## src/rtl/hdx_tx_pkg.sv

```systemverilog
package hdx_tx_pkg;

  typedef enum logic [1:0] {
    ST_IDLE    = 2'd0,
    ST_GAP     = 2'd1,
    ST_XMIT    = 2'd2,
    ST_BACKOFF = 2'd3
  } tx_state_e;

  typedef struct packed {
    logic       no_carrier;
    logic       lost_carrier;
    logic       excess_col;
    logic [3:0] col_count;
  } tx_stat_t;

  // Gap in bit times: 96 minus 8 per code step, floored at code 4 in half duplex.
  function automatic logic [6:0] gap_bits(input logic [2:0] code, input logic full_dx);
    logic [2:0] c;
    c = (!full_dx && code > 3'd4) ? 3'd4 : code;
    return 7'd96 - {1'b0, c, 3'b000};
  endfunction

  // Backoff exponent: attempt number limited by the configured cap.
  function automatic logic [3:0] backoff_exp(input logic [1:0] lim, input logic [4:0] attempt);
    logic [3:0] cap;
    case (lim)
      2'd0:    cap = 4'd10;
      2'd1:    cap = 4'd8;
      2'd2:    cap = 4'd4;
      default: cap = 4'd1;
    endcase
    return (attempt > {1'b0, cap}) ? cap : attempt[3:0];
  endfunction

endpackage

```

## src/rtl/hdx_gap_timer.sv

```systemverilog
module hdx_gap_timer #(
  parameter int CNT_W = 7
) (
  input  logic             clk,
  input  logic             rst_n,
  input  logic             tick,
  input  logic             clear,
  input  logic [CNT_W-1:0] need,
  output logic [CNT_W-1:0] cnt,
  output logic             met
);
  localparam logic [CNT_W-1:0] SAT = '1;

  logic [CNT_W-1:0] cnt_d;

  always_comb begin
    cnt_d = cnt;
    if (clear)                 cnt_d = '0;
    else if (tick && cnt != SAT) cnt_d = cnt + 1'b1;
  end

  always_ff @(posedge clk or negedge rst_n) begin
    if (!rst_n) cnt <= '0;
    else        cnt <= cnt_d;
  end

  assign met = (cnt >= need);
endmodule

```

## src/rtl/hdx_backoff.sv

```systemverilog
module hdx_backoff #(
  parameter int SLOT_BITS = 512
) (
  input  logic       clk,
  input  logic       rst_n,
  input  logic       tick,
  input  logic       load,
  input  logic [3:0] exp_k,
  output logic       busy
);
  localparam int             LFSR_W = 10;
  localparam logic [LFSR_W-1:0] TAPS = 10'h240;
  localparam int             BIT_W  = (SLOT_BITS > 1) ? $clog2(SLOT_BITS) : 1;
  localparam logic [BIT_W-1:0] BIT_LAST = BIT_W'(SLOT_BITS - 1);

  logic [LFSR_W-1:0] lfsr_q, lfsr_d;
  logic [LFSR_W-1:0] slots_q, slots_d;
  logic [BIT_W-1:0]  bits_q, bits_d;
  logic [LFSR_W:0]   mask_w;

  always_comb begin
    lfsr_d = {1'b0, lfsr_q[LFSR_W-1:1]} ^ (lfsr_q[0] ? TAPS : '0);
    mask_w = (11'd1 << exp_k) - 11'd1;
    slots_d = slots_q;
    bits_d  = bits_q;
    if (load) begin
      slots_d = lfsr_q & mask_w[LFSR_W-1:0];
      bits_d  = '0;
    end else if (tick && busy) begin
      if (bits_q == BIT_LAST) begin
        bits_d  = '0;
        slots_d = slots_q - 1'b1;
      end else begin
        bits_d = bits_q + 1'b1;
      end
    end
  end

  always_ff @(posedge clk or negedge rst_n) begin
    if (!rst_n) begin
      lfsr_q  <= 10'h001;
      slots_q <= '0;
      bits_q  <= '0;
    end else begin
      lfsr_q  <= lfsr_d;
      slots_q <= slots_d;
      bits_q  <= bits_d;
    end
  end

  assign busy = (slots_q != '0);
endmodule

```

## src/rtl/hdx_tx_gate.sv

```systemverilog
module hdx_tx_gate
  import hdx_tx_pkg::*;
#(
  parameter int SLOT_BITS    = 512,
  parameter int NOCRS_BITS   = 64,
  parameter int MAX_ATTEMPTS = 16
) (
  input  logic       clk,
  input  logic       rst_n,
  input  logic       frame_req,
  input  logic       tx_end,
  input  logic       bit_tick,
  input  logic       mii_crs,
  input  logic       mii_col,
  input  logic [2:0] cfg_gap_code,
  input  logic       cfg_full_duplex,
  input  logic       cfg_crs_ignore,
  input  logic       cfg_retry_off,
  input  logic [1:0] cfg_backoff_lim,
  output logic       tx_start,
  output logic       tx_abort,
  output logic       stat_done,
  output logic [6:0] tx_status
);
  localparam int GAP_W = 7;
  localparam int ATT_W = 5;
  localparam int NC_W  = $clog2(NOCRS_BITS + 1);
  localparam logic [NC_W-1:0]  NC_LIMIT = NC_W'(NOCRS_BITS);
  localparam logic [ATT_W-1:0] ATT_MAX  = ATT_W'(MAX_ATTEMPTS);

  tx_state_e state_q, state_d;
  logic [2:0] hold_gap_q, hold_gap_d;
  logic       hold_fd_q, hold_fd_d;
  logic       hold_ign_q, hold_ign_d;
  logic       hold_rtoff_q, hold_rtoff_d;
  logic [1:0] hold_lim_q, hold_lim_d;
  logic       crs_seen_q, crs_seen_d;
  logic [NC_W-1:0]  nocrs_q, nocrs_d;
  logic [ATT_W-1:0] att_q, att_d;
  tx_stat_t   stat_q, stat_d;
  logic       start_q, start_d;
  logic       abort_q, abort_d;
  logic       done_q, done_d;

  logic             fd_eff, crs_eff, hd_live, gap_clear, gap_met, bo_load, bo_busy;
  logic [GAP_W-1:0] gap_need, gap_cnt;
  logic [ATT_W-1:0] att_next;
  logic [3:0]       bo_exp;

  assign fd_eff    = (state_q == ST_IDLE) ? cfg_full_duplex : hold_fd_q;
  assign crs_eff   = mii_crs && !fd_eff;
  assign hd_live   = !hold_fd_q;
  assign gap_clear = (state_q == ST_XMIT) || crs_eff;
  assign gap_need  = gap_bits(hold_gap_q, hold_fd_q);
  assign att_next  = att_q + 1'b1;
  assign bo_exp    = backoff_exp(hold_lim_q, att_next);

  hdx_gap_timer #(.CNT_W(GAP_W)) u_gap (
    .clk(clk), .rst_n(rst_n), .tick(bit_tick), .clear(gap_clear),
    .need(gap_need), .cnt(gap_cnt), .met(gap_met)
  );

  hdx_backoff #(.SLOT_BITS(SLOT_BITS)) u_bo (
    .clk(clk), .rst_n(rst_n), .tick(bit_tick), .load(bo_load),
    .exp_k(bo_exp), .busy(bo_busy)
  );

  always_comb begin
    state_d      = state_q;
    hold_gap_d   = hold_gap_q;
    hold_fd_d    = hold_fd_q;
    hold_ign_d   = hold_ign_q;
    hold_rtoff_d = hold_rtoff_q;
    hold_lim_d   = hold_lim_q;
    crs_seen_d   = crs_seen_q;
    nocrs_d      = nocrs_q;
    att_d        = att_q;
    stat_d       = stat_q;
    start_d      = 1'b0;
    abort_d      = 1'b0;
    done_d       = 1'b0;
    bo_load      = 1'b0;
    unique case (state_q)
      ST_IDLE: begin
        if (frame_req) begin
          state_d      = ST_GAP;
          hold_gap_d   = cfg_gap_code;
          hold_fd_d    = cfg_full_duplex;
          hold_ign_d   = cfg_crs_ignore;
          hold_rtoff_d = cfg_retry_off;
          hold_lim_d   = cfg_backoff_lim;
          att_d        = '0;
          stat_d       = '0;
        end
      end
      ST_GAP: begin
        if (gap_met && !crs_eff) begin
          state_d    = ST_XMIT;
          start_d    = 1'b1;
          crs_seen_d = 1'b0;
          nocrs_d    = '0;
        end
      end
      ST_XMIT: begin
        if (mii_crs) crs_seen_d = 1'b1;
        if (bit_tick && !crs_seen_q && nocrs_q != NC_LIMIT) nocrs_d = nocrs_q + 1'b1;
        if (hd_live && mii_col) begin
          abort_d          = 1'b1;
          att_d            = att_next;
          stat_d.col_count = (att_next > 5'd15) ? 4'd15 : att_next[3:0];
          if (hold_rtoff_q || att_next >= ATT_MAX) begin
            stat_d.excess_col = 1'b1;
            done_d            = 1'b1;
            state_d           = ST_IDLE;
          end else begin
            bo_load = 1'b1;
            state_d = ST_BACKOFF;
          end
        end else if (tx_end) begin
          done_d  = 1'b1;
          state_d = ST_IDLE;
        end else if (hd_live && !hold_ign_q && !mii_crs) begin
          if (crs_seen_q) begin
            stat_d.lost_carrier = 1'b1;
            abort_d = 1'b1;
            done_d  = 1'b1;
            state_d = ST_IDLE;
          end else if (nocrs_q >= NC_LIMIT) begin
            stat_d.no_carrier = 1'b1;
            abort_d = 1'b1;
            done_d  = 1'b1;
            state_d = ST_IDLE;
          end
        end
      end
      ST_BACKOFF: begin
        if (!bo_busy) state_d = ST_GAP;
      end
      default: state_d = ST_IDLE;
    endcase
  end

  always_ff @(posedge clk or negedge rst_n) begin
    if (!rst_n) begin
      state_q      <= ST_IDLE;
      hold_gap_q   <= '0;
      hold_fd_q    <= 1'b0;
      hold_ign_q   <= 1'b0;
      hold_rtoff_q <= 1'b0;
      hold_lim_q   <= '0;
      crs_seen_q   <= 1'b0;
      nocrs_q      <= '0;
      att_q        <= '0;
      stat_q       <= '0;
      start_q      <= 1'b0;
      abort_q      <= 1'b0;
      done_q       <= 1'b0;
    end else begin
      state_q      <= state_d;
      hold_gap_q   <= hold_gap_d;
      hold_fd_q    <= hold_fd_d;
      hold_ign_q   <= hold_ign_d;
      hold_rtoff_q <= hold_rtoff_d;
      hold_lim_q   <= hold_lim_d;
      crs_seen_q   <= crs_seen_d;
      nocrs_q      <= nocrs_d;
      att_q        <= att_d;
      stat_q       <= stat_d;
      start_q      <= start_d;
      abort_q      <= abort_d;
      done_q       <= done_d;
    end
  end

  assign tx_start  = start_q;
  assign tx_abort  = abort_q;
  assign stat_done = done_q;
  assign tx_status = stat_q;
endmodule

```

## config.mk

```make
export PLATFORM = sky130hd
export DESIGN_NAME = hdx_tx_gate
export DESIGN_NICKNAME = d
export VERILOG_FILES = /design/src/rtl/hdx_tx_pkg.sv /design/src/rtl/hdx_gap_timer.sv /design/src/rtl/hdx_backoff.sv /design/src/rtl/hdx_tx_gate.sv
export SDC_FILE = /design/constraint.sdc
export NUM_CORES = 1
export LEC_CHECK = 0
export ABC_AREA = 1
export BUFFER_PORTS_ARGS = -buffer_cell sky130_fd_sc_hd__buf_2
export CAP_MARGIN = 20
export CORE_ASPECT_RATIO = 0.5
export CORE_MARGIN = 1
export CORE_UTILIZATION = 55
export CTS_CLUSTER_DIAMETER = 100
export DETAILED_ROUTE_END_ITERATION = 8
export PLACE_DENSITY = 0.75
export SYNTH_ARGS = -nofsm -noshare
export SYNTH_HDL_FRONTEND = slang
export SYNTH_SLANG_ARGS = --single-unit
```

## constraint.sdc

```tcl
create_clock -name clk -period 8.1 [get_ports clk]
set_input_delay 0.405 -clock clk [delete_from_list [all_inputs] [get_ports clk]]
set_output_delay 0.405 -clock clk [all_outputs]
set_load 0.005 [all_outputs]
```

After elaboration in Yosys (flattened, before gate mapping)

Cells that the tools add are included.

Reduce and logical (&&, ||, !) cells: 35
Order comparisons: 6
Shift-type cells: 1
Equality and inequality tests: 23
Bitwise logic cells: 2
$add $sub $neg: 7
Muxes and demuxes: 58

Operator list:

| cell                                                                  | number |
|---|---|
| 10-bit 2-to-1 mux                                                     | 4 |
| 7-bit 2-to-1 mux                                                      | 5 |
| 7-bit one-hot mux with 2 select lines                                 | 2 |
| 9-bit 2-to-1 mux                                                      | 3 |
| 2-bit 2-to-1 mux                                                      | 12 |
| 1-bit 2-to-1 mux                                                      | 22 |
| 10-bit by 1-bit subtractor with 10-bit output (second input constant) | 2 |
| 2-bit != test (second input constant)                                 | 8 |
| 5-bit 2-to-1 mux                                                      | 3 |
| 7-bit by 1-bit adder with 7-bit output (second input constant)        | 2 |
| 7-bit != test (second input constant)                                 | 2 |
| 4-bit one-hot mux with 3 select lines                                 | 1 |
| 10-bit bitwise AND                                                    | 1 |
| 1-bit logical AND                                                     | 10 |
| 2-bit by 1-bit != test with 1-bit output (second input constant)      | 5 |
| 5-bit one-hot mux with 2 select lines                                 | 1 |
| 10-bit nonzero test                                                   | 1 |
| 2-bit nonzero test                                                    | 5 |
| 1-bit by 4-bit << shifter with 10-bit output (first input constant)   | 1 |
| 9-bit by 10-bit XOR with 10-bit output                                | 1 |
| 9-bit by 1-bit adder with 9-bit output (second input constant)        | 1 |
| 9-bit == test (second input constant)                                 | 1 |
| 3-bit AND reduction                                                   | 3 |
| 4-bit 2-to-1 mux                                                      | 2 |
| other kinds (23)                                                      | 34 |

Logic and storage cells: 152
Register bits: 69
Output and inout port bits: 10
Bits of input ports: 15

Logic depth before layout (Yosys ltp)

Gate-level depths: netlist of run 1.

Word-level depth: 8
Gate-level depth with buffers: 21

Cells and area by module

From an unflattened synthesis of run 1, not the netlist that was laid out.

Cell total of the unflattened synthesis: 578
Area, all modules: 4,411.7 um^2

By module, submodules not included:

| module        | area each (um^2) | times used | sequential area each (um^2) | cells each |
|---|---|---|---|---|
| hdx_tx_gate   | 2,006.9          | 1          | 825.8                       | 237 |
| hdx_backoff   | 1,784.2          | 1          | 726.9                       | 251 |
| hdx_gap_timer | 620.6            | 1          | 175.2                       | 90 |

Least setup slack after synthesis of run 1

No wires, ideal clock.

Path type: reg-to-reg
Start: reg att_q[0]
End: reg u_bo.slots_q[6]
Path buffers: 0
Cell stages (with the launch flop): 21
Path slack: 5,399 ps
Arrival time: 2,624 ps
Path through: dfrtp_1 ha_1 xnor2_1 inv_1 ha_1 nand2_1 inv_1 nand2_1 nand2_1 nand2_1 nand3_1 nand2_4 nand2_4 inv_2 nand3_1 ha_1 inv_1 nand3_1 nand2_1 nand2_1 a21oi_1

Cells in the longest elaborated chain, start to end: 8

RTL lines:

| item                                                                                                  | line               | text |
|---|---|---|
| start, declared                                                                                       | hdx_tx_gate.sv:39  | `logic [ATT_W-1:0] att_q, att_d;` |
| start signal, assigned                                                                                | hdx_tx_gate.sv:167 | `att_q <= att_d;` |
| 5-bit by 1-bit adder with 5-bit output *                                                              | hdx_tx_gate.sv:55  | `assign att_next = att_q + 1'b1;` |
| parallel branches: the longest is 7 deep, another holds 10-bit by 1-bit subtractor with 10-bit output | -                  |  |
| end signal, assigned                                                                                  | hdx_backoff.sv:46  | `slots_q <= slots_d;` |
| end, declared                                                                                         | hdx_backoff.sv:17  | `logic [LFSR_W-1:0] slots_q, slots_d;` |

Mark *: on every way between the ends.
A chain may end at the register's enable or synchronous reset.

Final worst setup path of run 1

Same ends and word-level chain as after synthesis.

==> metrics.md, run 1 <==
| Metric | Value |
|---|---|
| Outcome | `finished clean` |
| Top Ports | `25` |
| #FFs+latches synth | `69` |
| Cell variety after synth | `40` |
| Port Buf Inserts | `24` |
| Top cells by area, synth | `dfrtp_1 (42%), nand2_1 (8.7%), ha_1 (7.2%)` |
| Pre-antenna DRT Iters | `4` |
| Asr flop ratio synth | `100%` |
| Worst setup path category | `flop to flop` |
| Initial antenna violation count | `0` |
| CTS Buf Count | `9` |
| Worst path top cell family by delay | `simple AND/OR/NAND/NOR gates` |
| WL final | `8130 um` |
| ANT nets after route | `0` |
| Setup Buffers After CTS | `0` |
| Min cycle time layout | `3.01 ns` |
| RSZ-0062 raised after global routing | `false` |
| Final core utilization | `65.3%` |
| CP endpoint kind | `flop` |
| Pin slew with the least headroom to its limit | `0.886 ns` |
| DRT iter0 DRCs | `215` |
| ANT cells | `0` |
| Cells after Synth | `488` |
| Vias post-DR | `3251` |
| GRT Util Overall | `23.8%` |
| Global-route wire length before repair | `13900 um` |
| Clock Sinks | `69` |
| Cell Area, Synth | `4020 um2` |
| Global placer's final weighted congestion | `0.856` |
| Met2 routed WL | `3770 um` |
| Critical path cell sequence | `ha_1, xnor2_1, inv_1, ha_1, nand2_1, inv_1, nand2_1, nand2_1, nand2_1, nand2_2, nand2_2, nand2_4, nand2_4, inv_2, nand3_1, ha_1, inv_1, nand3_1, nand2_1, nand2_1, a21oi_1` |
| Top cell by count, worst path | `nand2_1` |
| Die Height | `62.5 um` |
| Most frequent cell after synthesis | `nand2_1` |
| Buffer depth of the longest clock path | `2` |
| DR top layer | `met4` |
| Slowest stage delay, CP | `0.40 ns` |
| Slew HR | `40.9%` |
| Synth Flop Type | `dfrtp_1` |
| Fillers | `565` |
| Biggest area consumer among synthesized cells | `dfrtp_1` |
| Lkg Pwr | `2.26 nW` |
| Critical Path Start Type | `flop` |
| Max-cap violations | `0` |
| CTS tree | `done` |
| Root Buffer | `clkbuf_16` |
| Yosys top cell area share | `42.3%` |
| Total chip power | `0.00159 W` |
| Number of global-route vias before repair | `3105` |
| Req. time, crit path | `8.36 ns` |
| Synth warn | `0` |
| Maximum vdd drop | `0.175 mV` |
| Met1 wire length | `3890 um` |
| Post-Syn Area per Cell | `8.24 um2` |
| Post_cts resized | `0` |
| Initial Util | `58.4%` |
| Die ar. | `7680 um2` |
| # DRC | `0` |
| Final Max Slew Viols | `0` |
| Final Setup Violations | `0` |
| Site Rows | `21` |
| Clk_lat worst skew | `0.33 ns` |
| Worst-path clk slew | `0.05 ns` |
| Final Skew | `0.00448 ns` |
| Worst EP arrival | `3.27 ns` |
| Dpl ws | `5.11 ns` |
| Core Region | `6880 um2` |
| Final Hold Vio Count | `0` |
| Largest net degree at the start of global routing | `70` |
| Via density | `5.31` |
| Met3 wire length | `363 um` |
| Syn_nets | `526` |
| Width of the die | `123 um` |
| Worst reg-to-reg setup slack | `5.09 ns` |
| Gr ovfl total | `0` |
| Final setup margin | `5.09 ns` |
| Sequential area share after synthesis | `43.0%` |
| Cell Count, Final, Fillers Out | `612` |
| Slowest CP cell | `dfrtp_1` |
| Final period util | `37.2%` |
| Number of enable flip-flop cells after synthesis | `0` |
| Placed cells | `597` |
| List of most frequent post-synthesis cells | `nand2_1 (93), dfrtp_1 (68), inv_1 (63), nor2_1 (50), nand3_1 (39)` |
| FMAX | `332 MHz` |
| Power Density | `353 nW/um2` |
| CP max FO | `8` |
| Hold_buf cts | `0` |
| Reg2Reg Depth | `21` |
| Share of cells above drive strength 1 | `14.4%` |
| Synthesis-to-finish area growth | `11.8%` |
| Drt wl/cell | `13.3 um` |
| Total negative slack | `0 ns` |
| RR Endpoint | `u_bo.slots_q[6]` |
| Min-Delay Path Class | `input pin to async pin` |
| H-tree levels | `3` |
| FF-to-FF Start | `att_q[0]` |
| Buffers & Inverters on Critical Path | `4` |
| Final HPWL DP | `5810 um` |
| Final #Nets | `554` |
==> placed cells by master (no fill, tap or decap), drive strengths merged, types with 11 or more instances in the layout <==
cell,instances
nor2,54
dfrtp,68
buf,25
a21oi,33
ha,23
inv,65
xor2,11
nand2,107
nand3,40
clkbuf,14
o21ai,31
==> worst max-delay path by stage <==
stage / start / endpoint / cells past startpoint
floorplan: att_q[0] / u_bo.slots_q[6] / 20
detailed placement: att_q[0] / u_bo.slots_q[6] / 21
CTS: att_q[0] / u_bo.slots_q[6] / 21
finish: att_q[0] / u_bo.slots_q[6] / 21
global placement: att_q[0] / u_bo.slots_q[6] / 21
global route: att_q[0] / u_bo.slots_q[8] / 20
==> power by group <==
group          switching, W  total [W]  internal (W)
clock network      0.000135   0.000365      0.000230
logic              0.000472   0.000732      0.000260
registers         0.0000623   0.000489      0.000426
==> per-stage QoR <==
step / area (um2) / hold slack, ns
after floorplan: 4020 / 0.109
after global placement: 4220 / 0.362
after detailed placement: 4220 / 0.365
after CTS: 4490 / 0.297
after global routing: 4490 / 0.300
final: 4490 / 0.284
==> state kept, by name, indices dropped and copies added (netlist names) <==
register / flops
att_q: 5
crs_seen_q: 1
hold_fd_q: 1
hold_gap_q: 3
hold_ign_q: 1
hold_lim_q: 2
hold_rtoff_q: 1
nocrs_q: 7
stat_done: 1
state_q: 2
tx_abort: 1
tx_start: 1
tx_status: 7
u_bo.bits_q: 9
u_bo.lfsr_q: 10
u_bo.slots_q: 10
u_gap.cnt: 7
==> kinds of logic (layout without fill, tap and decap cells) <==
family	count (synthesis)	in the layout	synth area share, %
AND/OR/NAND/NOR	221	221	25.4
AO/OA/AOI/OAI	80	80	11.6
buffers and inverters	74	106	7.38
flip-flops	69	69	43.0
adder cells (fa/ha/maj)	23	23	7.16
XOR/XNOR	15	15	3.73
multiplexers	6	6	1.68
==> cell type report <==
| class | instances | area, um2 | share of cell area (%) |
|---|---|---|---|
| clock buffer | 14 | 274 | 6.10 |
| inverter | 66 | 249 | 5.54 |
| sequential | 69 | 1730 | 38.4 |
| timing repair buffer | 25 | 128 | 2.84 |
| tap | 92 | 115 | 2.56 |
| multi-input combinational | 345 | 2000 | 44.4 |
| clock inverter | 1 | 5.00 | 0.111 |
==> metal layers <==
metal  track usage (%)  up-vias
li1                  -     1655
met1              31.2     1527
met2              38.0       59
met3              6.75       10
met4              7.93        0
met5                 0        -
(Power assumes the default switching activity.)
==> run 2, diff against run 1 <==
--- a/config.mk
+++ b/config.mk
@@ -13,7 +13,7 @@
 export CORE_UTILIZATION = 55
 export CTS_CLUSTER_DIAMETER = 100
 export DETAILED_ROUTE_END_ITERATION = 8
-export PLACE_DENSITY = 0.75
+export PLACE_DENSITY = 0.78
 export SYNTH_ARGS = -nofsm -noshare
 export SYNTH_HDL_FRONTEND = slang
 export SYNTH_SLANG_ARGS = --single-unit
==> constraint.sdc (replaced) <==
create_clock -name clk -period 2.7 [get_ports clk]
set_input_delay 0.135 -clock clk [delete_from_list [all_inputs] [get_ports clk]]
set_output_delay 0.135 -clock clk [all_outputs]
set_load 0.005 [all_outputs]
==> metrics.md, run 2 (same netlist as run 1, synthesis figures left out) <==
| Metric | Value |
|---|---|
| Outcome | `complete, but fails checks` |
| Failing checks | `negative setup slack` |
| Pre-antenna DRT Iters | `4 (unchanged)` |
| Worst-path clk slew | `0.05 ns (about the same)` |
| Top cell by count, worst path | `nand2_4` |
| Slowest stage delay, CP | `0.46 ns (+0.06 ns)` |
| Clock Sinks | `69 (unchanged)` |
| Pin slew with the least headroom to its limit | `0.706 ns (-0.180 ns)` |
| Width of the die | `123 um (unchanged)` |
| Met1 Track Usage GR | `32.6% (+1.4 points)` |
| Synthesis-to-finish area growth | `23.6%` |
| DRT iter0 DRCs | `221 (+2.8%)` |
| Final #Nets | `581 (+4.9%)` |
| Worst path top cell family by delay | `simple AND/OR/NAND/NOR gates` |
| Drt wl/cell | `14.3 um (+7.8%)` |
| GRT Util Overall | `24.5% (+0.65 points)` |
| Fin area | `4970 um2 (+11%)` |
| Highest-count cells in the layout ignoring fill and taps | `nand2_1 (80), dfrtp_1 (64), inv_1 (57)` |
| Multi-input gate area | `2240 um2 (+12%)` |
| Share of cells above drive strength 1 | `26.3% (+12 points)` |
| CP endpoint kind | `flop` |
| Final core utilization | `72.2% (+6.9 points)` |
| ANT cells | `0 (unchanged)` |
| Buffer depth of the longest clock path | `2 (unchanged)` |
| Switch Pwr | `0.00257 W (+280%)` |
| Placement Cell Area | `4360 um2 (+3.4%)` |
| CP max FO | `8 (unchanged)` |
| Final Hold Vio Count | `0 (unchanged)` |
| Max-cap violations | `0 (unchanged)` |
| Min Hold Slack | `0.0307 ns (-0.253 ns)` |
| Seq pwr share | `25.5% (-5.3 points)` |
| Critical Path Start Type | `flop` |
| Site Rows | `21 (unchanged)` |
| CTS Buf Count | `9 (unchanged)` |
| Die ar. | `7680 um2 (unchanged)` |
| H-tree levels | `3 (unchanged)` |
| Initial Util | `58.4% (unchanged)` |
| Gr ovfl total | `0 (unchanged)` |
| Die Height | `62.5 um (unchanged)` |
| Port Buf Inserts | `24 (unchanged)` |
| Final HPWL DP | `5980 um (+2.9%)` |
| Core Region | `6880 um2 (unchanged)` |
| Final setup margin | `-0.0834 ns (-5.17 ns)` |
| Clk_lat worst skew | `0.34 ns (about the same)` |
| CTS tree | `done` |
| WL final | `9160 um (+13%)` |
| Slew HR | `52.9% (+12 points)` |
| Total negative slack | `-0.280 ns (-0.280 ns)` |
| Buffers & Inverters on Critical Path | `0 (-4)` |
| Met2 GRT Util | `37.6% (-0.35 points)` |
| Worst EP arrival | `3.05 ns (-0.22 ns)` |
| Final Setup Violations | `5 (+5)` |
| Register area | `1730 um2 (+0.29%)` |
| Pint | `0.00327 W (+260%)` |
| Sw Share | `44.0% (+1.8 points)` |
| Global placer's final weighted congestion | `0.886 (+3.6%)` |
| # DRC | `0 (unchanged)` |
| Final Max Slew Viols | `0 (unchanged)` |
| Fillers | `516 (-8.7%)` |
| Req. time, crit path | `2.96 ns (-5.40 ns)` |
| FMAX | `359 MHz (+8.2%)` |
| Final Skew | `0.00443 ns (-0.0000562 ns)` |
| Via density | `5.38 (+1.2%)` |
| Global-route wire length before repair | `14200 um (+2.0%)` |
| Number of global-route vias before repair | `3116 (+0.35%)` |
| Biggest regs | `u_bo.lfsr_q x10, u_bo.slots_q x10, u_bo.bits_q x9` |
| Vias post-DR | `3442 (+5.9%)` |
| Slowest CP cell | `dfrtp_2` |
| Lkg Pwr | `2.43 nW (+7.5%)` |
| ANT nets after route | `0 (unchanged)` |
| Min cycle time layout | `2.78 ns (-0.228 ns)` |
| Final period util | `103% (+66 points)` |
| Grt peak-use layer | `met2` |
| Root Buffer | `clkbuf_16` |
| Worst setup path category | `flop to flop` |
| Top Ports | `25 (unchanged)` |
| Power Density | `1170 nW/um2 (+230%)` |
| Commonest non-fill, non-tap cell in the layout | `nand2_1` |
| Critical path cell sequence | `nand3_1, xor2_1, ha_1, a21oi_1, nand2_2, nand2_4, nand2_8, nand2_4, nand2_4, nor2_4, nand2_4, ha_4, nand3b_1, o21ai_1, nand2_1, o21ai_1` |
| Met3 Use GR | `7.76% (+1.0 points)` |
| Combinational share of power | `55.6% (+9.4 points)` |
| Largest net degree at the start of global routing | `41 (-41%)` |
| Min-Delay Path Class | `input pin to flop` |
| Clock power share | `18.9% (-4.1 points)` |
| Maximum vdd drop | `0.745 mV (+330%)` |
| Initial antenna violation count | `0 (unchanged)` |
| RSZ-0062 raised after global routing | `true` |
run 2: cell count changes in the layout (fill, tap and decap cells not counted), sizes merged:
| cell | delta |
|---|---|
| dlygate4sd3 | +1 |
| clkinv | +2 |
| inv | -1 |
| clkbuf | -2 |
| clkinvlp | +3 |
| buf | +25 |
run 2: final timing paths:
| check | from | slack (ns) | cells past startpoint | endpoint |
|---|---|---|---|---|
| min in group asynchronous | rst_n | 0.38 | 2 | hold_lim_q[1] |
| hold / removal | cfg_crs_ignore | 0.03 | 2 | hold_ign_q |
| hold reg to reg | u_bo.lfsr_q[3] | 0.38 | 0 | u_bo.lfsr_q[2] |
| setup reg to reg | att_q[1] | -0.08 | 16 | u_bo.slots_q[1] |
| setup / recovery | att_q[1] | -0.08 | 16 | u_bo.slots_q[1] |
| max in group asynchronous | rst_n | 1.62 | 3 | u_bo.lfsr_q[0] |
run 2: power groups by stage:
stage          logic [W]  clock network, W  registers, W
2_1_floorplan    0.00176                 0       0.00144
3_3_place_gp     0.00232                 0       0.00147
3_5_place_dp     0.00237                 0       0.00148
4_1_cts          0.00245           0.00112       0.00147
5_1_grt          0.00356           0.00116       0.00152
6_report         0.00325           0.00110       0.00149
run 2: layer usage:
| layer | share of wire (%) | vias up | wire, um |
|---|---|---|---|
| met2 | 47 | 69 | 4340 |
| met3 | 4.5 | 18 | 413 |
| met4 | 1.9 | 0 | 170 |
| met1 | 46 | 1643 | 4240 |
| li1 | - | 1712 | - |
| met5 | 0 | - | 0 |
run 2: stage by stage:
stage	std cells	setup slack (ns)	power, W
finish	640	-0.0834	0.00583
global route	640	-0.225	0.00624
floorplan	488	0.0514	0.00320
CTS	631	0.0197	0.00504
detailed placement	614	-0.114	0.00385
global placement	614	0.0121	0.00379
run 2: what timing repair did:
item / CTS / global route
hold buffers: 1 / 0
endpoints found under the setup margin: 5 / 15
pin swaps: 1 / 20
endpoints found under the hold margin: 29 / 0
setup buffers: 0 / 8
resized for setup: 7 / 58
gates cloned: 0 / 1
run 2: layout make-up:
cell class,count,area share (%)
multi-input cells,345,45.0
flip-flops and latches,69,34.9
repair buffers,51,6.80
inverters,66,5.24
clock buffers,12,5.16
well taps,92,2.32
clock inverters,4,0.453
repair inverters,1,0.151
==> run 3, diff against run 2 <==
--- a/config.mk
+++ b/config.mk
@@ -8,12 +8,14 @@
 export ABC_AREA = 1
 export BUFFER_PORTS_ARGS = -buffer_cell sky130_fd_sc_hd__buf_2
 export CAP_MARGIN = 20
+export CELL_PAD_IN_SITES_DETAIL_PLACEMENT = 1
+export CELL_PAD_IN_SITES_GLOBAL_PLACEMENT = 2
 export CORE_ASPECT_RATIO = 0.5
 export CORE_MARGIN = 1
-export CORE_UTILIZATION = 55
+export CORE_UTILIZATION = 33
 export CTS_CLUSTER_DIAMETER = 100
 export DETAILED_ROUTE_END_ITERATION = 8
-export PLACE_DENSITY = 0.78
+export PLACE_DENSITY = 0.77
 export SYNTH_ARGS = -nofsm -noshare
 export SYNTH_HDL_FRONTEND = slang
 export SYNTH_SLANG_ARGS = --single-unit
==> constraint.sdc (replaced) <==
create_clock -name clk -period 2.7 [get_ports clk]
set_input_delay 0.54 -clock clk [delete_from_list [all_inputs] [get_ports clk]]
set_output_delay 0.54 -clock clk [all_outputs]
set_load 0.005 [all_outputs]
==> metrics.md, run 3 (same netlist as run 1, synthesis figures left out) <==
| Metric | Value |
|---|---|
| Reg2Reg Depth | `20 (+4)` |
| Largest net degree at the start of global routing | `70 (+71%)` |
| Final #Nets | `592 (+1.9%)` |
| FMAX | `386 MHz (+7.5%)` |
| Critical Path Start Type | `flop` |
| Final Hold Vio Count | `0 (unchanged)` |
| Min-Delay Path Class | `input pin to async pin` |
| Highest-count cells in the layout ignoring fill and taps | `nand2_1 (82), dfrtp_1 (67), inv_1 (57)` |
| Outcome | `finished clean` |
| Vias post-DR | `3421 (-0.61%)` |
| Lkg Pwr | `2.49 nW (+2.5%)` |
| Worst EP arrival | `2.85 ns (-0.20 ns)` |
| Clk_lat worst skew | `0.34 ns (about the same)` |
| Global placer's final weighted congestion | `0.786 (-11%)` |
| Maximum vdd drop | `0.553 mV (-26%)` |
| # DRC | `0 (unchanged)` |
| Port Buf Inserts | `24 (unchanged)` |
| Final period util | `95.9% (-7.2 points)` |
| Final setup margin | `0.110 ns (+0.193 ns)` |
| Buffers & Inverters on Critical Path | `3 (+3)` |
| Power Density | `1190 nW/um2 (+1.8%)` |
| Fillers | `1450 (+180%)` |
| GRT Util Overall | `18.1% (-6.3 points)` |
| Width of the die | `158 um (+29%)` |
| Total chip power | `0.00617 W (+5.9%)` |
| Root Buffer | `clkbuf_16` |
| Pre-antenna DRT Iters | `4 (unchanged)` |
| Slowest CP cell | `dfrtp_1` |
| Final Skew | `0.00664 ns (+0.00222 ns)` |
| Dpl ws | `-0.151 ns (-0.0364 ns)` |
| Req. time, crit path | `2.96 ns (about the same)` |
| CP max FO | `7 (-1)` |
| Register area | `1730 um2 (-0.22%)` |
| Via density | `4.73 (-12%)` |
| FF-to-FF Start | `att_q[1]` |
| CTS tree | `done` |
| Final HPWL DP | `7550 um (+26%)` |
| Final core utilization | `43.6% (-29 points)` |
| Site Rows | `28 (+33%)` |
| Worst path top cell family by delay | `simple AND/OR/NAND/NOR gates` |
| Max-cap violations | `0 (unchanged)` |
| H-tree levels | `3 (unchanged)` |
| Cell Count, Final, Fillers Out | `724 (+13%)` |
| Initial antenna violation count | `0 (unchanged)` |
| Share of cells above drive strength 1 | `27.7% (+1.5 points)` |
| Number of global-route vias before repair | `3513 (+13%)` |
| Final Max Slew Viols | `0 (unchanged)` |
| Multi-input gate area | `2230 um2 (-0.17%)` |
| Synthesis-to-finish area growth | `28.5%` |
| ANT nets after route | `0 (unchanged)` |
| Critical path depth | `20 (+4)` |
| Die ar. | `12700 um2 (+65%)` |
| Die Height | `80.0 um (+28%)` |
| Placed cells | `699 (+14%)` |
| Worst reg-to-reg setup slack | `0.11 ns (+0.19 ns)` |
| Slew HR | `38.2% (-15 points)` |
| CP startpoint | `att_q[1]` |
| Drt wl/cell | `14.5 um (+1.1%)` |
| Core Region | `11800 um2 (+72%)` |
| RSZ-0062 raised after global routing | `true` |
| Min Hold Slack | `0.337 ns (+0.306 ns)` |
| Commonest non-fill, non-tap cell in the layout | `nand2_1` |
| DRT iter0 DRCs | `109 (-51%)` |
| CTS Buf Count | `9 (unchanged)` |
| CP endpoint kind | `flop` |
| Top cell by count, worst path | `nand2_4` |
| Worst setup path category | `flop to flop` |
| WL final | `10500 um (+14%)` |
| Buffer depth of the longest clock path | `2 (unchanged)` |
| Initial Util | `33.9% (-24 points)` |
| Hold_buf cts | `0 (-1)` |
| Final Setup Violations | `0 (-5)` |
| Gr ovfl total | `0 (unchanged)` |
| Pin slew with the least headroom to its limit | `0.928 ns (+0.221 ns)` |
| Worst-path clk slew | `0.06 ns (about the same)` |
| ANT cells | `0 (unchanged)` |
| Last element of the critical path | `u_bo.slots_q[1]` |
| Slowest stage delay, CP | `0.41 ns (-0.05 ns)` |
| Top Ports | `25 (unchanged)` |
| Global-route wire length before repair | `17500 um (+23%)` |
| RR Endpoint | `u_bo.slots_q[1]` |
| Clock Sinks | `69 (unchanged)` |
| Critical path cell sequence | `buf_4, ha_4, inv_2, ha_4, nand2_1, nand2_1, nand2_2, nand2_2, nand2_4, nand2_8, nand2_4, nand2_4, nand2_4, inv_4, nand3_4, ha_4, nand3b_1, o21ai_1, nand2_1, o21ai_1` |
| Min cycle time layout | `2.59 ns (-0.193 ns)` |
| Biggest regs | `u_bo.lfsr_q x10, u_bo.slots_q x10, u_bo.bits_q x9` |
run 3: cell types whose count changed in the layout (fill, tap and decap cells not counted), sizes merged:
cell / change
buf: +12
clkinv: -1
dlygate4sd3: -1
bufinv: +2
clkinvlp: -1
run 3: cell type report:
class / instances / area share, %
clock buffers: 12 / 4.96
clock inverters: 4 / 1.36
inverters: 66 / 4.99
multi-input cells: 345 / 43.2
flip-flops and latches: 69 / 33.5
well taps: 165 / 4.00
repair buffers: 62 / 7.89
repair inverters: 1 / 0.145
run 3: metal layers:
layer / vias up / global-route usage, % / share of wire (%)
li1: 1718 / - / -
met1: 1677 / 24.4 / 51
met2: 15 / 29.2 / 46
met3: 11 / 4.23 / 1.8
met4: 0 / 4.81 / 0.97
met5: - / 0 / 0
run 3: power breakdown:
group	switching (W)	total (W)	internal, W
clock	0.000458	0.00131	0.000857
sequential	0.000188	0.00147	0.00128
combinational	0.00192	0.00339	0.00147
total	0.00257	0.00617	0.00361
run 3: per-stage QoR:
stage | area, um2 | TNS [ns]
6_report | 5170 | 0
4_1_cts | 4900 | 0
2_1_floorplan | 4020 | 0
3_3_place_gp | 4530 | -0.00799
5_1_grt | 5170 | -0.253
3_5_place_dp | 4530 | -0.937
run 3: what timing repair did:
| action | CTS | global route |
|---|---|---|
| cloned | 0 | 1 |
| gates resized for setup | 11 | 50 |
| setup buffers | 2 | 6 |
| endpoints found under the setup margin | 13 | 15 |
| pin swaps | 3 | 22 |
run 3: worst min-delay path by stage:
stage | from | end | slack [ns] | cells past startpoint
after floorplan | rst_n | att_q[0] | 0.24 | 0
after global placement | u_bo.lfsr_q[3] | u_bo.lfsr_q[2] | 0.36 | 0
after detailed placement | u_bo.lfsr_q[3] | u_bo.lfsr_q[2] | 0.37 | 0
after CTS | u_bo.lfsr_q[3] | u_bo.lfsr_q[2] | 0.38 | 0
after global routing | u_bo.lfsr_q[6] | u_bo.lfsr_q[5] | 0.38 | 0
final | rst_n | u_bo.bits_q[4] | 0.34 | 1
